<file path="src/rtl/dcc_pkg.sv">
package dcc_pkg;

  typedef struct packed {
    logic sample;  // sample point reached this cycle
    logic rel;     // strobe release point reached this cycle
  } tick_t;

  function automatic int unsigned cnt_width(input int unsigned max_val);
    return (max_val < 2) ? 1 : $clog2(max_val + 1);
  endfunction

endpackage

</file>
<file path="src/rtl/dcc_in_sync.sv">
module dcc_in_sync #(
  parameter int unsigned STAGES = 2
) (
  input  logic clk_i,
  input  logic rst_ni,
  input  logic line_i,
  output logic line_o,
  output logic rise_o
);

  logic [STAGES-1:0] sync_q;
  logic              prev_q;

  // reset to 1 so a line held high through reset gives no edge
  always_ff @(posedge clk_i or negedge rst_ni) begin
    if (!rst_ni) begin
      sync_q <= '1;
      prev_q <= 1'b1;
    end else begin
      sync_q <= {sync_q[STAGES-2:0], line_i};
      prev_q <= sync_q[STAGES-1];
    end
  end

  assign line_o = sync_q[STAGES-1];
  assign rise_o = line_o & ~prev_q;

  AST_RISE_SINGLE: assert property (@(posedge clk_i) disable iff (!rst_ni)
    rise_o |=> !rise_o);

endmodule

</file>
<file path="src/rtl/dcc_us_timer.sv">
module dcc_us_timer
  import dcc_pkg::*;
#(
  parameter int unsigned CLK_PER_US = 125,
  parameter int unsigned SAMPLE_US  = 80,
  parameter int unsigned RELEASE_US = 100
) (
  input  logic  clk_i,
  input  logic  rst_ni,
  input  logic  start_i,
  output tick_t tick_o
);

  localparam int unsigned PRE_W = cnt_width(CLK_PER_US - 1);
  localparam int unsigned US_W  = cnt_width(RELEASE_US);
  localparam logic [PRE_W-1:0] PRE_MAX  = PRE_W'(CLK_PER_US - 1);
  localparam logic [US_W-1:0]  US_SAMP  = US_W'(SAMPLE_US - 1);
  localparam logic [US_W-1:0]  US_REL   = US_W'(RELEASE_US - 1);

  logic             active_q;
  logic [PRE_W-1:0] pre_q;
  logic [US_W-1:0]  us_q;
  logic             us_tick;

  assign us_tick = active_q & (pre_q == PRE_MAX) & ~start_i;

  always_ff @(posedge clk_i or negedge rst_ni) begin
    if (!rst_ni) begin
      active_q <= 1'b0;
      pre_q    <= '0;
      us_q     <= '0;
    end else if (start_i) begin
      active_q <= 1'b1;
      pre_q    <= '0;
      us_q     <= '0;
    end else if (active_q) begin
      if (pre_q == PRE_MAX) begin
        pre_q <= '0;
        us_q  <= us_q + 1'b1;
        if (us_q == US_REL) active_q <= 1'b0;
      end else begin
        pre_q <= pre_q + 1'b1;
      end
    end
  end

  assign tick_o.sample = us_tick & (us_q == US_SAMP);
  assign tick_o.rel    = us_tick & (us_q == US_REL);

  AST_TICKS_EXCLUSIVE: assert property (@(posedge clk_i) disable iff (!rst_ni)
    $onehot0({tick_o.sample, tick_o.rel}));

endmodule

</file>
<file path="src/rtl/dcc_bit_out.sv">
module dcc_bit_out
  import dcc_pkg::*;
(
  input  logic  clk_i,
  input  logic  rst_ni,
  input  logic  start_i,
  input  tick_t tick_i,
  input  logic  line_i,
  output logic  bit_o,
  output logic  bit_clk_o
);

  logic pend_q;

  always_ff @(posedge clk_i or negedge rst_ni) begin
    if (!rst_ni) begin
      bit_o     <= 1'b0;
      pend_q    <= 1'b0;
      bit_clk_o <= 1'b0;
    end else begin
      if (tick_i.sample) bit_o <= ~line_i;  // long high half = 0
      pend_q <= tick_i.sample & ~start_i;
      if (start_i || tick_i.rel) bit_clk_o <= 1'b0;
      else if (pend_q)           bit_clk_o <= 1'b1;
    end
  end

  AST_STROBE_AFTER_SAMPLE: assert property (@(posedge clk_i) disable iff (!rst_ni)
    $rose(bit_clk_o) |-> $past(tick_i.sample, 2));

  AST_DATA_HELD: assert property (@(posedge clk_i) disable iff (!rst_ni)
    bit_clk_o |=> $stable(bit_o));

endmodule

</file>
<file path="src/rtl/dcc_bit_slicer.sv">
module dcc_bit_slicer
  import dcc_pkg::*;
#(
  parameter int unsigned CLK_PER_US = 125,
  parameter int unsigned SAMPLE_US  = 80,
  parameter int unsigned RELEASE_US = 100
) (
  input  logic clk_i,
  input  logic rst_ni,
  input  logic dcc_i,
  output logic bit_o,
  output logic bit_clk_o
);

  logic  line_s;
  logic  rise;
  tick_t tick;

  dcc_in_sync #(.STAGES(2)) u_sync (
    .clk_i  (clk_i),
    .rst_ni (rst_ni),
    .line_i (dcc_i),
    .line_o (line_s),
    .rise_o (rise)
  );

  dcc_us_timer #(
    .CLK_PER_US (CLK_PER_US),
    .SAMPLE_US  (SAMPLE_US),
    .RELEASE_US (RELEASE_US)
  ) u_timer (
    .clk_i   (clk_i),
    .rst_ni  (rst_ni),
    .start_i (rise),
    .tick_o  (tick)
  );

  dcc_bit_out u_out (
    .clk_i     (clk_i),
    .rst_ni    (rst_ni),
    .start_i   (rise),
    .tick_i    (tick),
    .line_i    (line_s),
    .bit_o     (bit_o),
    .bit_clk_o (bit_clk_o)
  );

  AST_EDGE_DROPS_STROBE: assert property (@(posedge clk_i) disable iff (!rst_ni)
    rise |=> !bit_clk_o);

  AST_RELEASE_DROPS_STROBE: assert property (@(posedge clk_i) disable iff (!rst_ni)
    tick.rel |=> !bit_clk_o);

endmodule

</file>
<file path="config.mk">
export PLATFORM = sky130hd
export DESIGN_NAME = dcc_bit_slicer
export DESIGN_NICKNAME = d
export VERILOG_FILES = /design/src/rtl/dcc_pkg.sv /design/src/rtl/dcc_in_sync.sv /design/src/rtl/dcc_us_timer.sv /design/src/rtl/dcc_bit_out.sv /design/src/rtl/dcc_bit_slicer.sv
export SDC_FILE = /design/constraint.sdc
export NUM_CORES = 1
export LEC_CHECK = 0
export ABC_AREA = 0
export BUFFER_PORTS_ARGS = -buffer_cell sky130_fd_sc_hd__buf_2
export CAP_MARGIN = 30
export CORE_MARGIN = 4
export CORE_UTILIZATION = 50
export DETAILED_ROUTE_END_ITERATION = 16
export GPL_TIMING_DRIVEN = 1
export PLACE_DENSITY = 0.7
export SLEW_MARGIN = 20
export SYNTH_ARGS = -nofsm -noshare
export SYNTH_HDL_FRONTEND = slang
export SYNTH_SLANG_ARGS = --single-unit
export TNS_END_PERCENT = 10
</file>
<file path="constraint.sdc">
create_clock -name clk_i -period 1.45 [get_ports clk_i]
set_input_delay 0.145 -clock clk_i [delete_from_list [all_inputs] [get_ports clk_i]]
set_output_delay 0.145 -clock clk_i [all_outputs]
set_load 0.01 [all_outputs]
</file>
# Word-level counts from Yosys, hierarchy flattened

Index checks and enable logic that the tools add are counted.

Bits in registers: 21
Input bits: 3
Output and inout port bits: 2

Add/sub/neg operators: 2
Eq/ne operators: 3
Mux-type cells: 12
Bitwise operators: 9
Reduce and logical (&&, ||, !) cells: 5

Operators with widths:

| operator                                                      | number |
|---|---|
| 7-bit 2-to-1 mux                                              | 6 |
| 7-bit == test, second input constant                          | 3 |
| 7-bit by 1-bit adder with 7-bit output, second input constant | 2 |
| 1-bit AND                                                     | 6 |
| 1-bit 2-to-1 mux                                              | 6 |
| 2-bit nonzero test                                            | 3 |
| 1-bit inverter                                                | 3 |
| 2-bit AND reduction                                           | 1 |
| 1-bit logical OR                                              | 1 |

# Depth between registers and ports, before layout

Word-level depth: 7
Depth in mapped cells: 6
Depth with buffers taken out: 6

# By module

A second synthesis with hierarchy kept.

Cells, all modules: 111
Area, all modules: 1,126.1 um2

Modules (own cells, without submodules):

| module       | instances | cells an instance | area an instance (um2) | seq. area each (um2) |
|---|---|---|---|---|
| dcc_us_timer | 1         | 99                | 927.1                  | 375.4 |
| dcc_bit_out  | 1         | 8                 | 106.4                  | 75.1 |
| dcc_in_sync  | 1         | 4                 | 92.6                   | 78.8 |

# Worst setup path after synthesis

No wires, ideal clock.

Path type: register to register
Start point: register u_timer.pre_q[0]
End point: register u_timer.active_q
Library setup time: 0.122 ns
Arrival time: 1.391 ns
Required time: 1.328 ns
Slack: -0.063 ns
Stages on the path, launching flop included: 7
Buffers on the path: 0
Period minus slack after synthesis: 1.513 ns
Cells stage by stage: dfrtp_1 > inv_1 > ha_1 > nand4_4 > or2_2 > o21ai_0 > nand2b_1

Longest elaborated chain between the ends: 4

RTL lines:

| item                   | RTL line           | text |
|---|---|---|
| start, declared        | dcc_us_timer.sv:21 | `logic [PRE_W-1:0] pre_q;` |
| start signal, assigned | dcc_us_timer.sv:42 | `pre_q <= pre_q + 1'b1;` |
| 7-bit == test          | dcc_us_timer.sv:37 | `if (pre_q == PRE_MAX) begin` |
| 1-bit 2-to-1 mux       | dcc_us_timer.sv:37 |  |
| 1-bit 2-to-1 mux       | dcc_us_timer.sv:36 | `end else if (active_q) begin` |
| 1-bit 2-to-1 mux       | dcc_us_timer.sv:32 | `end else if (start_i) begin` |
| end signal, assigned   | dcc_us_timer.sv:29 | `active_q <= 1'b0;` |
| end signal, assigned   | dcc_us_timer.sv:33 | `active_q <= 1'b1;` |
| end signal, assigned   | dcc_us_timer.sv:40 | `if (us_q == US_REL) active_q <= 1'b0;` |
| end, declared          | dcc_us_timer.sv:20 | `logic active_q;` |

Every way passes these cells.
A chain may end at the register's enable or synchronous reset.

# Worst setup path in the final report

Start point: register u_timer.pre_q[0]
End point: register u_timer.pre_q[6]

Longest elaborated chain between the ends: 4
Elaborated cells on any way between the ends: 5
Classes of those cells: add/sub: 1; eq/ne: 1; mux: 3

RTL lines:

| item                                                                    | RTL line |
|---|---|
| 7-bit by 1-bit adder with 7-bit output or 7-bit == test (tied branches) | dcc_us_timer.sv:42, dcc_us_timer.sv:37 |
| 7-bit 2-to-1 mux *                                                      | dcc_us_timer.sv:37 |
| 7-bit 2-to-1 mux *                                                      | dcc_us_timer.sv:36 |
| 7-bit 2-to-1 mux *                                                      | dcc_us_timer.sv:32 |

Every way passes the cells marked *; elsewhere a longest branch is shown, timed or not. The select of a mux whose other input is x is not followed.

==> reports/qor.yml <==
synth:
  fraction_of_the_yosys_area_taken_by_sequential_cells_pct: 49.5
  synth_fp_nets: 102
  syn-mean-instance-area_um2: 11.1
  post_synth_top_area_cell: "dfrtp_1"
  yosys.cell_types.count: 28
  synthCells: 96
  post_synth_main_area_contributors: "dfrtp_1 42%, dfstp_2 7.4%, xnor2_1 4.9%"
  synth_top_area_share_pct: 42.2
  netlist_area_um2: 1070
  yosysWarningCount: 0
  synth_seq_cells: 21
timing:
  slew_of_the_pin_with_the_lowest_slew_margin_ns: 0.462
  setup_viol: 0
  fmaxAchievable_mhz: 693
  setup_slack_ns: 0.00744
  post-route-period-util_pct: 99.5
  post-route-min-period_ns: 1.44
  drv_slew: 0
  timing.setup.tns_ns: 0
  timing.final.hold_violations: 0
  rsz0062_at_grt: "true"
  timing.clock.skew_ns: 0.00651
  max_slew_margin_pct: 69.2
die:
  io-pin-count: 5
  std_cell_rows: 16
  die-height_um: 54.2
  design.core.area_um2: 2000
  floorplan.initialDensity_pct: 53.4
  die-area_um2: 2940
  die-width_um: 54.2
clock_tree:
  clk-insertion-delay-late_ns: 0.31
  clock_sink_count: 21
  tritoncts: "done"
  tritoncts_buffer_count: 3
  clk_path_buf_depth: 2
  cts-htree-levels: 1
  clock-root-buffer: "clkbuf_4"
  clkSlewWorstSetupHoldPaths_ns: 0.12
min_path:
  hold_path_class: "in -> async"
placed_design:
  pre_cts_ws_ns: -0.0926
  count_of_buffers_from_port_buffering: 4
  gp_congestion: 0.887
  detailed_place_hpwl_mm: 1.44
  dpl_cell_area_um2: 1150
power:
  power.share.sequential_pct: 57.0
  leakagePower_nw: 0.568
  share_comb_of_total_power_pct: 20.5
  power.clock.fraction_pct: 22.5
  power.share.switching_pct: 31.6
  max-vdd-ir-drop_v: 0.000629
  cell_internal_pwr_mw: 0.874
  p_sw_mw: 0.404
  pwr_density_cell_nw_per_um2: 1020
grt:
  grt_remaining_overflow: 0
  overall_global_routing_usage_pct: 17.8
  via_count_of_the_first_global_routing_pass: 778
  pin_count_of_the_biggest_net_entering_global_routing: 22
  antenna_found_initial: 0
  grt_first_pass_wirelength_mm: 3.73
critical_path:
  ff2ff_path_depth: 6
  worst-path-max-fanout: 3
  worst_r2r_endpoint: "u_timer.pre_q[6]"
  worst-endpoint-required_ns: 1.66
  worst_setup_path_start_kind: "register"
  timing.critical_path.from: "u_timer.pre_q[0]"
  arrival_ns: 1.66
  critPathCaptureType: "register"
  timing.critical_path.to: "u_timer.pre_q[6]"
  worst_r2r_startpoint: "u_timer.pre_q[0]"
  critical_path_class: "reg -> reg"
  regToRegSetupSlack_ns: 0.007
finish:
  drive_above_1_share_pct: 33.9
  multi_input_gate_area_um2: 546
  layout.nets: 119
  n_antenna_cell: 0
  nFillCells: 169
  fin_util_pct: 62.4
  syn_to_final_growth_pct: 17.0
  seqCellArea_um2: 532
  finalInstanceArea_um2: 1250
route:
  remaining_drc_errors: 0
  detail-route-antenna-nets: 0
  detailed_routing_iterations_pass_1: 5
  vias_per_std_cell: 5.69
  drt_iter0_markers: 31
  post_detailed_routing_wire_length_mm: 2.28
  routedWlPerCell_um: 16.4
  via_count: 791
status:
  run_status: "finished clean"
job:
  drv.max_cap_violation_count: 0
-- per-layer routing --
| layer | up-vias | global-route usage [%] | share of wire (%) |
|---|---|---|---|
| met5 | - | 0 | 0 |
| met2 | 36 | 29.9 | 51 |
| met3 | 4 | 3.27 | 6.0 |
| met1 | 383 | 22.7 | 42 |
| met4 | 0 | 6.64 | 1.2 |
| li1 | 368 | - | - |
-- kinds of logic after synthesis --
| group | count (synthesis) | share of synthesized area (%) |
|---|---|---|
| AOI/OAI and AO/OA | 12 | 7.03 |
| and+or+nand+nor | 44 | 28.2 |
| xor gates and xnor gates | 10 | 8.20 |
| DFF | 21 | 49.5 |
| buffers and inverters | 6 | 3.51 |
| adders and majority gates | 3 | 3.51 |
-- critical path, stage by stage (launching register included) --
cell and delay (ns):
dfrtp_1 0.41, buf_4 0.15, ha_1 0.23, and3_1 0.21, o2111ai_1 0.12, xor2_1 0.17
nor3_1 0.06
-- layout make-up --
type,instances,area share (%)
multi-input combinational,70,43.6
sequential,21,42.5
timing repair buffer,14,8.01
tap,27,2.70
clock buffer,3,1.80
inverter,3,0.901
clock inverter,1,0.400
-- layout by cell type, fill, tap and decap left out, types with 2 or more instances in the layout --
master,synthesis,layout
buf_4,0,8
o2111ai_1,2,2
nor4_4,2,2
nor2_1,7,7
nor3_1,8,7
xor2_1,4,4
xnor2_1,6,6
clkbuf_4,0,3
dlygate4sd3_1,0,2
nand2_1,5,5
o21ai_0,4,3
nand3_1,5,4
and3_1,2,2
a21oi_1,4,4
dfrtp_2,0,2
dfstp_2,3,3
buf_2,0,4
dfrtp_1,18,16
inv_2,0,2
nor2b_1,3,3
nor2_2,2,2
nand2b_1,4,4
-- repair_timing --
| action | CTS | global route |
|---|---|---|
| hold buffers | 2 | 0 |
| gates resized for setup | 5 | 6 |
| pin swaps | 3 | 6 |
| endpoints found under the setup margin | 15 | 15 |
| setup buffers | 0 | 1 |
| endpoints found under the hold margin | 19 | 0 |
| gates cloned | 1 | 0 |
-- synth_stat cells --
cell	count
xnor2_1	6
and4bb_2	1
a21oi_1	4
nor2b_1	3
nor2_1	7
a311oi_1	1
o21ai_0	4
and3_1	2
inv_1	3
buf_6	2
dfrtp_1	18
nand3_1	5
nor2_2	2
nand2_1	5
dfstp_2	3
nand4_1	1
o2bb2ai_1	1
nand2b_1	4
ha_1	3
nand4_4	1
nand3_4	1
xor2_1	4
clkbuf_1	1
nor4_4	2
nor3_4	1
nor3_1	8
o2111ai_1	2
or2_2	1
-- stage by stage --
stage / total power [mW] / instances / hold WS, ns
after floorplan: 0.846 / 96 / -0.151
after global placement: 0.921 / 131 / 0.120
after detailed placement: 0.929 / 131 / 0.121
after CTS: 1.26 / 138 / 0.318
after global routing: 1.34 / 139 / 0.322
final: 1.28 / 139 / 0.298
-- worst min-delay path by stage --
stage,slack [ns],to,startpoint,cells past startpoint
3_3_place_gp,0.12,u_timer.pre_q[1],rst_ni,1
4_1_cts,0.32,u_out.bit_o,rst_ni,2
2_1_floorplan,-0.15,u_out.bit_clk_o,rst_ni,0
5_1_grt,0.32,u_timer.pre_q[1],rst_ni,2
3_5_place_dp,0.12,u_timer.pre_q[1],rst_ni,1
6_report,0.30,u_timer.pre_q[1],rst_ni,2
-- flip-flops by register name, summed over array words and instances, names as in the netlist --
register	flops
u_timer.pre_q	7
u_sync.prev_q	1
u_out.bit_o	1
u_timer.active_q	1
u_timer.us_q	7
u_sync.sync_q	2
u_out.bit_clk_o	1
u_out.pend_q	1
-- power groups by stage --
stage | Sequential, mW | Clock [mW] | Combinational [mW]
global route | 0.736 | 0.318 | 0.289
CTS | 0.715 | 0.294 | 0.247
detailed placement | 0.722 | 0 | 0.207
finish | 0.728 | 0.288 | 0.262
global placement | 0.720 | 0 | 0.201
floorplan | 0.710 | 0 | 0.136
(Power assumes the default switching activity.)
